$ cat src/rtl/ethtx_pkg.sv
// Package: shared constants and types for the Ethernet transmit serializer.
// Assumes the preamble length is even, so that the synch follows a 0 bit.
package ethtx_pkg;
    localparam int unsigned PRE_BITS  = 62;
    localparam int unsigned SYNC_BITS = 2;
    localparam int unsigned BYTE_W    = 8;
    localparam int unsigned CRC_W     = 32;
    localparam logic [31:0] CRC_POLY  = 32'h04C11DB7;

    // Frame phase of the sequencer
    typedef enum logic [1:0] {
        ST_IDLE,
        ST_HDR,
        ST_DATA,
        ST_FCS
    } tx_state_e;

    // Which source drives the next line bit
    typedef enum logic [2:0] {
        SRC_NONE,
        SRC_HDR,
        SRC_LOAD,
        SRC_SHIFT,
        SRC_FCS
    } bit_src_e;
endpackage

$ cat src/rtl/ethtx_crc_serial.sv
// Module: bit-serial CRC register with a preset input, a feed input for
// data bits and a drain input that shifts the register toward its MSB.
// Assumes that init, feed and drain are never high in the same clock.
module ethtx_crc_serial #(
    parameter int unsigned   W    = 32,
    parameter logic [W-1:0]  POLY = 32'h04C11DB7
) (
    input  logic clk,
    input  logic rst_n,
    input  logic init_i,
    input  logic feed_i,
    input  logic din_i,
    input  logic drain_i,
    output logic fcs_bit_o
);
    logic [W-1:0] crc_q;
    logic [W-1:0] crc_fed;
    logic         fb;

    // Next register value when one data bit is fed in
    always_comb begin
        fb      = crc_q[W-1] ^ din_i;
        crc_fed = {crc_q[W-2:0], 1'b0} ^ (fb ? POLY : '0);
    end

    // Register update: preset, feed or drain
    always_ff @(posedge clk) begin
        if (!rst_n) begin
            crc_q <= '1;
        end else if (init_i) begin
            crc_q <= '1;
        end else if (feed_i) begin
            crc_q <= crc_fed;
        end else if (drain_i) begin
            crc_q <= {crc_q[W-2:0], 1'b1};
        end
    end

    assign fcs_bit_o = ~crc_q[W-1];

    AST_CRC_PRESET: assert property (@(posedge clk) disable iff (!rst_n)
        init_i |=> (crc_q == '1));
endmodule

$ cat src/rtl/ethtx_byte_shift.sv
// Module: holds the byte being sent and presents its next bit, LSB first.
// Bit 0 leaves straight from the input on the load clock, so the register
// keeps only the remaining upper bits.
module ethtx_byte_shift #(
    parameter int unsigned W = 8
) (
    input  logic         clk,
    input  logic         rst_n,
    input  logic         load_i,
    input  logic         shift_i,
    input  logic [W-1:0] data_i,
    output logic         bit_o
);
    logic [W-1:0] sh_q;

    // Load the upper bits of a new byte, or move to the next bit
    always_ff @(posedge clk) begin
        if (!rst_n) begin
            sh_q <= '0;
        end else if (load_i) begin
            sh_q <= {1'b0, data_i[W-1:1]};
        end else if (shift_i) begin
            sh_q <= {1'b0, sh_q[W-1:1]};
        end
    end

    assign bit_o = sh_q[0];
endmodule

$ cat src/rtl/ethtx_seq.sv
// Module: frame sequencer. It walks the phases idle, header, data and FCS,
// and moves one step on each bit enable. For every step it names the source
// of the line bit and drives the controls of the CRC register and the byte
// shifter. Assumes bit_en is high for one clock per line bit.
module ethtx_seq
    import ethtx_pkg::*;
#(
    parameter int unsigned PRE_N  = 62,
    parameter int unsigned SYNC_N = 2,
    parameter int unsigned BYTE_N = 8,
    parameter int unsigned CRC_N  = 32
) (
    input  logic     clk,
    input  logic     rst_n,
    input  logic     bit_en_i,
    input  logic     start_i,
    input  logic     in_valid_i,
    input  logic     in_last_i,
    output logic     in_ready_o,
    output logic     emit_o,
    output bit_src_e src_o,
    output logic     hdr_bit_o,
    output logic     load_o,
    output logic     shift_o,
    output logic     crc_init_o,
    output logic     crc_feed_o,
    output logic     crc_drain_o,
    output logic     frame_start_o,
    output logic     underrun_o
);
    localparam int unsigned HDR_N = PRE_N + SYNC_N;
    localparam int unsigned MAXC  = (HDR_N > CRC_N + 1) ? HDR_N : CRC_N + 1;
    localparam int unsigned CNT_W = $clog2(MAXC) + 1;

    tx_state_e        state_q, state_d;
    logic [CNT_W-1:0] cnt_q, cnt_d;
    logic             last_q, last_d;
    logic             pend_q;

    // Header pattern: alternate from 1 through the preamble, then all ones
    assign hdr_bit_o  = (cnt_q >= CNT_W'(PRE_N)) || !cnt_q[0];
    // Byte boundary in the data phase
    assign in_ready_o = bit_en_i && (state_q == ST_DATA) && (cnt_q == '0);

    // Next-state, bit source and control strobes for this bit enable
    always_comb begin
        state_d       = state_q;
        cnt_d         = cnt_q;
        last_d        = last_q;
        emit_o        = 1'b0;
        src_o         = SRC_NONE;
        load_o        = 1'b0;
        shift_o       = 1'b0;
        crc_init_o    = 1'b0;
        crc_feed_o    = 1'b0;
        crc_drain_o   = 1'b0;
        frame_start_o = 1'b0;
        underrun_o    = 1'b0;
        if (bit_en_i) begin
            case (state_q)
                ST_IDLE: begin
                    if (pend_q) begin
                        emit_o        = 1'b1;
                        src_o         = SRC_HDR;
                        crc_init_o    = 1'b1;
                        frame_start_o = 1'b1;
                        state_d       = ST_HDR;
                        cnt_d         = CNT_W'(1);
                    end
                end
                ST_HDR: begin
                    emit_o = 1'b1;
                    src_o  = SRC_HDR;
                    if (cnt_q == CNT_W'(HDR_N - 1)) begin
                        state_d = ST_DATA;
                        cnt_d   = '0;
                    end else begin
                        cnt_d = cnt_q + 1'b1;
                    end
                end
                ST_DATA: begin
                    if (cnt_q == '0) begin
                        if (in_valid_i) begin
                            emit_o     = 1'b1;
                            src_o      = SRC_LOAD;
                            load_o     = 1'b1;
                            crc_feed_o = 1'b1;
                            last_d     = in_last_i;
                            cnt_d      = CNT_W'(1);
                        end else begin
                            underrun_o = 1'b1;
                            state_d    = ST_IDLE;
                        end
                    end else begin
                        emit_o     = 1'b1;
                        src_o      = SRC_SHIFT;
                        shift_o    = 1'b1;
                        crc_feed_o = 1'b1;
                        if (cnt_q == CNT_W'(BYTE_N - 1)) begin
                            cnt_d = '0;
                            if (last_q) begin
                                state_d = ST_FCS;
                            end
                        end else begin
                            cnt_d = cnt_q + 1'b1;
                        end
                    end
                end
                ST_FCS: begin
                    if (cnt_q == CNT_W'(CRC_N)) begin
                        state_d = ST_IDLE;
                        cnt_d   = '0;
                    end else begin
                        emit_o      = 1'b1;
                        src_o       = SRC_FCS;
                        crc_drain_o = 1'b1;
                        cnt_d       = cnt_q + 1'b1;
                    end
                end
                default: state_d = ST_IDLE;
            endcase
        end
    end

    // Phase, counter and last-byte registers
    always_ff @(posedge clk) begin
        if (!rst_n) begin
            state_q <= ST_IDLE;
            cnt_q   <= '0;
            last_q  <= 1'b0;
        end else begin
            state_q <= state_d;
            cnt_q   <= cnt_d;
            last_q  <= last_d;
        end
    end

    // Start request is recorded only between frames
    always_ff @(posedge clk) begin
        if (!rst_n) begin
            pend_q <= 1'b0;
        end else if (frame_start_o) begin
            pend_q <= 1'b0;
        end else if (start_i && state_q == ST_IDLE) begin
            pend_q <= 1'b1;
        end
    end

    AST_READY_SINGLE: assert property (@(posedge clk) disable iff (!rst_n)
        in_ready_o |=> !in_ready_o);
endmodule

$ cat src/rtl/eth_tx_serializer.sv
// Module: top of the Ethernet transmit serializer. It combines the sequencer,
// the byte shifter and the serial CRC, and registers the line bit and the
// transmit enable on each bit enable. Assumes in_data and in_last stay
// constant while in_valid is high and no byte has been taken.
module eth_tx_serializer
    import ethtx_pkg::*;
#(
    parameter int unsigned DW = ethtx_pkg::BYTE_W
) (
    input  logic          clk,
    input  logic          rst_n,
    input  logic          bit_en,
    input  logic          start,
    input  logic [DW-1:0] in_data,
    input  logic          in_valid,
    input  logic          in_last,
    output logic          in_ready,
    output logic          tx_bit,
    output logic          tx_en,
    output logic          underrun
);
    bit_src_e src;
    logic emit, hdr_bit, load, shift, crc_init, crc_feed, crc_drain;
    logic frame_start, underrun_ev, sh_bit, fcs_bit, crc_din, bit_d;
    logic tx_bit_q, tx_en_q, underrun_q;

    ethtx_seq #(
        .PRE_N (PRE_BITS),
        .SYNC_N(SYNC_BITS),
        .BYTE_N(DW),
        .CRC_N (CRC_W)
    ) i_seq (
        .clk          (clk),
        .rst_n        (rst_n),
        .bit_en_i     (bit_en),
        .start_i      (start),
        .in_valid_i   (in_valid),
        .in_last_i    (in_last),
        .in_ready_o   (in_ready),
        .emit_o       (emit),
        .src_o        (src),
        .hdr_bit_o    (hdr_bit),
        .load_o       (load),
        .shift_o      (shift),
        .crc_init_o   (crc_init),
        .crc_feed_o   (crc_feed),
        .crc_drain_o  (crc_drain),
        .frame_start_o(frame_start),
        .underrun_o   (underrun_ev)
    );

    ethtx_byte_shift #(.W(DW)) i_shift (
        .clk    (clk),
        .rst_n  (rst_n),
        .load_i (load),
        .shift_i(shift),
        .data_i (in_data),
        .bit_o  (sh_bit)
    );

    ethtx_crc_serial #(.W(CRC_W), .POLY(CRC_POLY)) i_crc (
        .clk      (clk),
        .rst_n    (rst_n),
        .init_i   (crc_init),
        .feed_i   (crc_feed),
        .din_i    (crc_din),
        .drain_i  (crc_drain),
        .fcs_bit_o(fcs_bit)
    );

    // Data bit fed to the CRC: a fresh byte's bit 0 or the shifter output
    assign crc_din = (src == SRC_LOAD) ? in_data[0] : sh_bit;

    // Pick the line bit from the named source
    always_comb begin
        case (src)
            SRC_HDR:   bit_d = hdr_bit;
            SRC_LOAD:  bit_d = in_data[0];
            SRC_SHIFT: bit_d = sh_bit;
            SRC_FCS:   bit_d = fcs_bit;
            default:   bit_d = 1'b0;
        endcase
    end

    // Line outputs move only on a bit enable
    always_ff @(posedge clk) begin
        if (!rst_n) begin
            tx_en_q  <= 1'b0;
            tx_bit_q <= 1'b0;
        end else if (bit_en) begin
            tx_en_q  <= emit;
            tx_bit_q <= emit & bit_d;
        end
    end

    // Underrun flag holds until the next frame starts
    always_ff @(posedge clk) begin
        if (!rst_n) begin
            underrun_q <= 1'b0;
        end else if (frame_start) begin
            underrun_q <= 1'b0;
        end else if (underrun_ev) begin
            underrun_q <= 1'b1;
        end
    end

    assign tx_en    = tx_en_q;
    assign tx_bit   = tx_bit_q;
    assign underrun = underrun_q;

    AST_BIT_PER_ENABLE: assert property (@(posedge clk) disable iff (!rst_n)
        !bit_en |=> ($stable(tx_en_q) && $stable(tx_bit_q)));
    AST_IDLE_LINE_LOW: assert property (@(posedge clk) disable iff (!rst_n)
        !tx_en_q |-> !tx_bit_q);
    AST_UNDERRUN_DROPS_TXEN: assert property (@(posedge clk) disable iff (!rst_n)
        $rose(underrun_q) |-> $fell(tx_en_q));
endmodule

$ cat config.mk
export PLATFORM = sky130hd
export DESIGN_NAME = eth_tx_serializer
export DESIGN_NICKNAME = d
export VERILOG_FILES = /design/src/rtl/ethtx_pkg.sv /design/src/rtl/ethtx_crc_serial.sv /design/src/rtl/ethtx_byte_shift.sv /design/src/rtl/ethtx_seq.sv /design/src/rtl/eth_tx_serializer.sv
export SDC_FILE = /design/constraint.sdc
export NUM_CORES = 1
export LEC_CHECK = 0
export ABC_AREA = 1
export BUFFER_PORTS_ARGS = -buffer_cell sky130_fd_sc_hd__buf_2
export CELL_PAD_IN_SITES_DETAIL_PLACEMENT = 1
export CELL_PAD_IN_SITES_GLOBAL_PLACEMENT = 2
export CORE_ASPECT_RATIO = 0.8
export CORE_UTILIZATION = 34
export DETAILED_ROUTE_END_ITERATION = 8
export GPL_TIMING_DRIVEN = 0
export PLACE_DENSITY = 0.88
export REMOVE_ABC_BUFFERS = 1
export SYNTH_ARGS = -nofsm -noshare
export SYNTH_HDL_FRONTEND = slang
export SYNTH_SLANG_ARGS = --single-unit
$ cat constraint.sdc
create_clock -name clk -period 2.25 [get_ports clk]
set_clock_uncertainty 0.1 [all_clocks]
set_input_delay 0.45 -clock clk [delete_from_list [all_inputs] [get_ports clk]]
set_output_delay 0.45 -clock clk [all_outputs]
set_load 0.02 [all_outputs]
Yosys cells after proc, flatten, opt, wreduce, memory -nomap -nowiden. Index checks and enable logic that the tools add are counted.

Flip-flop bits (word level): 53. Bits of input ports: 14. Output and inout bits: 4. Word-level logic and storage cells: 96.

$add $sub $neg: 1. Order comparisons: 1. Equality and inequality tests: 17. Muxes and demuxes: 50. Bitwise logic cells: 5. Reductions and logical operators: 13.

Operators with widths (number): 32-bit two-way mux (2); 7-bit two-way mux (8); 32-bit bitwise XOR (1); 7-bit case mux with 4 select lines (1); 27-bit two-way mux (1); 1-bit two-way mux (23); 2-bit two-way mux (9); 7-bit by 6-bit == test with 1-bit output (second input constant) (2); 3-bit case mux with 4 select lines (1); 3-bit inequality test (second input constant) (3); 1-bit case mux with 4 select lines (2); 2-bit case mux with 4 select lines (1); 7-bit by 1-bit adder with 7-bit output (second input constant) (1); 7-bit by 3-bit == test with 1-bit output (second input constant) (1); 7-bit by 6-bit greater-or-equal comparator with 1-bit output (second input constant) (1); 7-bit logical NOT (1); 7-bit AND reduction (1); 3-bit by 2-bit == test with 1-bit output (second input constant) (2); 3-bit two-way mux (2); 2-bit by 1-bit inequality test with 1-bit output (second input constant) (3); 2-bit == test (second input constant) (2); 4-bit AND reduction (1); 2-bit nonzero test (2); 3-bit by 1-bit == test with 1-bit output (second input constant) (1); 12 further kinds (15).

Depth between registers and ports, before layout.
Depth after elaboration: 10. Gate-level depth with buffers: 15. Gate-level depth less buffers: 15.

Cells and area by module. Synthesis repeated with hierarchy kept, for this count alone.

Cells, all modules: 426. Area, all modules: 2815.2 um^2.

By module, submodules not included: ethtx_crc_serial (times used 1, cells each 184, area each 1355.0 um^2, sequential area each 640.6 um^2); ethtx_seq (times used 1, cells each 157, area each 927.1 um^2, sequential area each 220.2 um^2); ethtx_byte_shift (times used 1, cells each 54, area each 342.8 um^2, sequential area each 140.1 um^2); eth_tx_serializer (times used 1, cells each 31, area each 190.2 um^2, sequential area each 60.1 um^2).

Worst setup path after synthesis. Ideal clock, no wire load.

Path type: flip-flop to output port. From: reg i_seq.cnt_q[0]. To: out in_ready. Arrival: 1.325 ns. Required time: 1.700 ns. Path slack: 0.375 ns. Cell stages (with the launch flop): 9. Buffers on the path: 0. Cells stage by stage: dfxtp_1 inv_1 ha_1 nand2_1 nor2_1 nand2_2 nor2_1 inv_1 nor2_1.

Cells in the longest elaborated chain, start to end: 2.

RTL lines: from (decl) (line ethtx_seq.sv:36) `logic [CNT_W-1:0] cnt_q, cnt_d;`; from (signal assigned) (line ethtx_seq.sv:133) `cnt_q <= cnt_d;`; 7-bit logical NOT (line ethtx_seq.sv:43) `assign in_ready_o = bit_en_i && (state_q == ST_DATA) && (cnt_q == '0);`; 1-bit logical AND (line ethtx_seq.sv:43); to (decl) (line eth_tx_serializer.sv:17) `output logic in_ready,`.

No other way between the ends.

Worst setup path in the final report. Same ends and word-level chain as after synthesis.

==> run summary <==
The clock net in this run drives a total of 53 sinks. Global routing finished with a remaining overflow of 0. The logs give 2 for the number of levels the H-tree was split into and 0.839 for the final estimated routing congestion in global placement.

The die covers 8140 um2. For the number of library cell types mapped by synthesis, the log shows 33. Of the total power, the share spent switching nets is 42.9%. The global routing usage on met1 was 27.0%.

For the pin with the worst max-slew slack, the measured transition is 0.470 ns. Yosys attributes the largest share of cell area to sky130_fd_sc_hd__dfxtp_1 (40%), sky130_fd_sc_hd__nand2_1 (12%), sky130_fd_sc_hd__o21ai_0 (6.8%), sky130_fd_sc_hd__inv_1 (4.7%), sky130_fd_sc_hd__nor2_1 (4.4%). The run gives 19.6% as the total routing usage reported by global routing. The synthesized design contains 53 register bits. The clock passes through at most 2 buffers. For this design the static power due to leakage is 1.41 nW. The tools report the data arrival time of the critical path as 1.60 ns. Summed over all nets, the switching power comes to 1.63 mW. The run gives 4630 um as the estimated wirelength of the detail-placed design.

Buffers inserted during clock tree synthesis total 5. After detailed routing, the number of remaining DRC violations is 0. Number of input and output port buffers inserted: 17.

The global routing's busiest layer was met2. The logs give 2650 um2 for the total standard cell area after synthesis and 941 for the fill cell instance count of the final layout. From bottom edge to top edge, the die measures 80.9 um. Dividing the detail-routed wire length by the instance count gives 15.0 um. Time the worst path needs with I/O delays and setup: 2.15 ns. The via count normalized by instance count came out at 5.14.

The synthesis-to-layout area growth works out to 17.0%. The run finished with clean final reports. The largest net degree at the start of global routing is 33, and the internal power consumption is 2.17 mW. The count of cells in the finished layout, fillers not included, comes to 490. The fraction of met2 tracks used by global routing came out at 32.3%. The sequential group share of total power was 35.5%; the proportion of netlist area held by the largest area contributor was 40.1%. The critical path is of the reg2out type.

The synthesized area per cell was 7.25 um2; the fraction of the cycle the final worst path needs was 95.5%. For this run, global-route usage on met3 was measured as 3.27%. The run gives 18 as the count of pins on the block boundary. The kind of start point of the critical path is a flip-flop. The post-route standard cell area excluding fillers is 3100 um2, and the number of nets with antenna violations after routing is 0.

The detailed router placed 2520 vias in this run. After the last flow step, the layout net total stands at 401. Synthesis produced a netlist whose cell count is 365.

The tools report the total core area as 7460 um2. Of all nets on the critical path, the largest fanout is 4. Dividing total power by cell area gives a power density of 1230 nW/um2.

The final hold violation count came out at 0. The floorplan has 28 rows. The width of the die came out at 101 um. The tools report the final wirelength as 7360 um. In the layout the commonest cells are sky130_fd_sc_hd__nand2_1 (84), sky130_fd_sc_hd__dfxtp_1 (51), sky130_fd_sc_hd__o21ai_0 (36). The root cell of the clock tree was sky130_fd_sc_hd__clkbuf_8.

For the worst IR drop on VDD, the log shows 0.000420 V. The most common cell after layout, fill and taps aside was sky130_fd_sc_hd__nand2_1. The clock insertion delay at the later pin of the skew report was 0.31 ns. The sequential share of the synthesized area is 40.1%, and the combinational share of power is 44.1%.

Buffers inserted to repair hold after CTS numbered 0. The normalized max-slew margin is 68.7%. sky130_fd_sc_hd__dfxtp_1 takes more of the synthesized area than any other cell.

After clock tree synthesis, the clock-pin slew on the worst setup and hold paths is 0.10 ns. The worst hold path belongs to the class in2reg. Setup violations remaining at the end of the flow were counted as 0. The first-pass GRT wire length is 12400 um. Once the floorplan was initialized, standard cells occupied 35.5% of the core.

The tool flagged a number of max-cap violations equal to 0. The clock network burns 20.5% of the power. The run gives 0 as the number of antenna violations at the first check in global routing.

The fraction of final layout cells sized beyond drive strength 1 came out at 18.2%. The number of cells after detailed placement was 472. TritonCTS built the clock tree.

At the worst endpoint, the required time is 1.70 ns. The tools report the number of pins exceeding their max-slew limit in the final report as 0. The upper clock frequency limit is 465 MHz. 0 antenna diodes ended up in the layout. The number of warnings reported in the yosys synthesis log was 0. Hold is met by 0.277 ns.

The first TritonRoute pass finished after 4 iterations. The first routing iteration left 157 violations. Summing all placed instances gives a cell area of 2770 um2.

The critical path endpoint category is an output pin. The via count of the first global-routing pass was 2436.
-- critical path, stage by stage (launching register included) --
cell and delay [ns]:
sky130_fd_sc_hd__dfxtp_4 0.38, sky130_fd_sc_hd__inv_4 0.08, sky130_fd_sc_hd__ha_4 0.14, sky130_fd_sc_hd__nand2_2 0.06, sky130_fd_sc_hd__nor2_4 0.13, sky130_fd_sc_hd__nand2_4 0.09
sky130_fd_sc_hd__nor2_4 0.13, sky130_fd_sc_hd__inv_2 0.04, sky130_fd_sc_hd__nor2_1 0.09, sky130_fd_sc_hd__buf_4 0.15
-- timing repair --
item	CTS	global route
buffers inserted	3	4
cloned	3	0
gates resized for setup	13	14
setup endpoints to repair	34	20
pin swaps	2	4
-- area by class of cell --
type	instances	area, um2	share of cell area, %
flip-flops and latches	53	1070	34.5
multi-input cells	257	1450	46.9
repair buffers	24	140	4.53
inverters	43	171	5.54
clock inverters	3	65.1	2.10
clock buffers	5	68.8	2.22
well taps	105	131	4.24
-- flip-flops by register name, summed over array words and instances, names as in the netlist --
| register | cells |
|---|---|
| i_seq.cnt_q | 7 |
| i_seq.last_q | 1 |
| i_shift.sh_q | 7 |
| tx_bit | 1 |
| underrun | 1 |
| i_crc.crc_q | 32 |
| i_seq.pend_q | 1 |
| tx_en | 1 |
| i_seq.state_q | 2 |
-- logic make-up after synthesis --
logic type / Yosys count / share of synthesized area, %
flops: 53 / 40.1
simple gates: 179 / 33.6
fa+ha+maj: 3 / 1.42
buf+inv: 58 / 9.55
compound gates: 72 / 15.4
-- routing by layer --
metal  share of wire (%)  routed length (um)
met1                  51                3740
met2                  46                3380
met3                 2.3                 168
met4                 1.1                  80
met5                   0                   0
-- final timing paths --
check                                     from                           end  slack (ns)  cells after the start
setup / recovery   i_seq.cnt_q[0]$_SDFFE_PN0P_                      in_ready        0.10                      9
hold / removal                      in_data[4]  i_shift.sh_q[3]$_SDFFE_PN0P_        0.28                      3
setup reg to reg   i_seq.cnt_q[0]$_SDFFE_PN0P_   i_crc.crc_q[5]$_SDFFE_PP1P_        0.10                     12
hold reg to reg   i_crc.crc_q[18]$_SDFFE_PP1P_  i_crc.crc_q[18]$_SDFFE_PP1P_        0.37                      2
-- through the flow --
step           worst slack (ns)  setup TNS [ns]  utilization, %  power (mW)
3_3_place_gp             -0.593          -13.46            37.1        2.75
6_report                  0.100               0            41.5        3.80
4_1_cts                 0.00654               0            40.4        3.69
5_1_grt                -0.00151        -0.00151            41.5        4.09
3_5_place_dp             -0.630          -13.57            37.1        2.79
2_1_floorplan            0.0625               0               -        2.39
-- power by group through the flow --
stage          Sequential, mW  Combinational, mW  Clock, mW
6_report                 1.35               1.68      0.778
3_5_place_dp             1.35               1.44          0
2_1_floorplan            1.33               1.06          0
5_1_grt                  1.38               1.87      0.837
3_3_place_gp             1.35               1.40          0
4_1_cts                  1.34               1.56      0.794
-- synthesized netlist by cell type --
library cell	count
sky130_fd_sc_hd__or2_1	1
sky130_fd_sc_hd__nand3_1	14
sky130_fd_sc_hd__clkbuf_1	3
sky130_fd_sc_hd__ha_1	3
sky130_fd_sc_hd__nor2_1	31
sky130_fd_sc_hd__a221oi_1	1
sky130_fd_sc_hd__nand3_2	2
sky130_fd_sc_hd__nand4_1	18
sky130_fd_sc_hd__nand2_2	4
sky130_fd_sc_hd__inv_2	10
sky130_fd_sc_hd__o221ai_1	1
sky130_fd_sc_hd__nand3_4	3
sky130_fd_sc_hd__nor3b_1	1
sky130_fd_sc_hd__nor2_4	2
sky130_fd_sc_hd__inv_1	33
sky130_fd_sc_hd__a211oi_1	3
sky130_fd_sc_hd__dfxtp_1	53
sky130_fd_sc_hd__a21oi_1	19
sky130_fd_sc_hd__o21a_1	1
sky130_fd_sc_hd__o21ai_0	36
sky130_fd_sc_hd__buf_4	3
sky130_fd_sc_hd__o22ai_1	1
sky130_fd_sc_hd__a31oi_1	1
sky130_fd_sc_hd__nor3_1	4
sky130_fd_sc_hd__a41oi_1	2
sky130_fd_sc_hd__a22oi_1	1
sky130_fd_sc_hd__o211ai_1	5
sky130_fd_sc_hd__nand2_1	85
sky130_fd_sc_hd__nand2_4	3
sky130_fd_sc_hd__buf_2	7
sky130_fd_sc_hd__nand3b_1	11
sky130_fd_sc_hd__buf_6	2
sky130_fd_sc_hd__o21ai_2	1
Note: power is estimated with default switching activity, not from simulation.
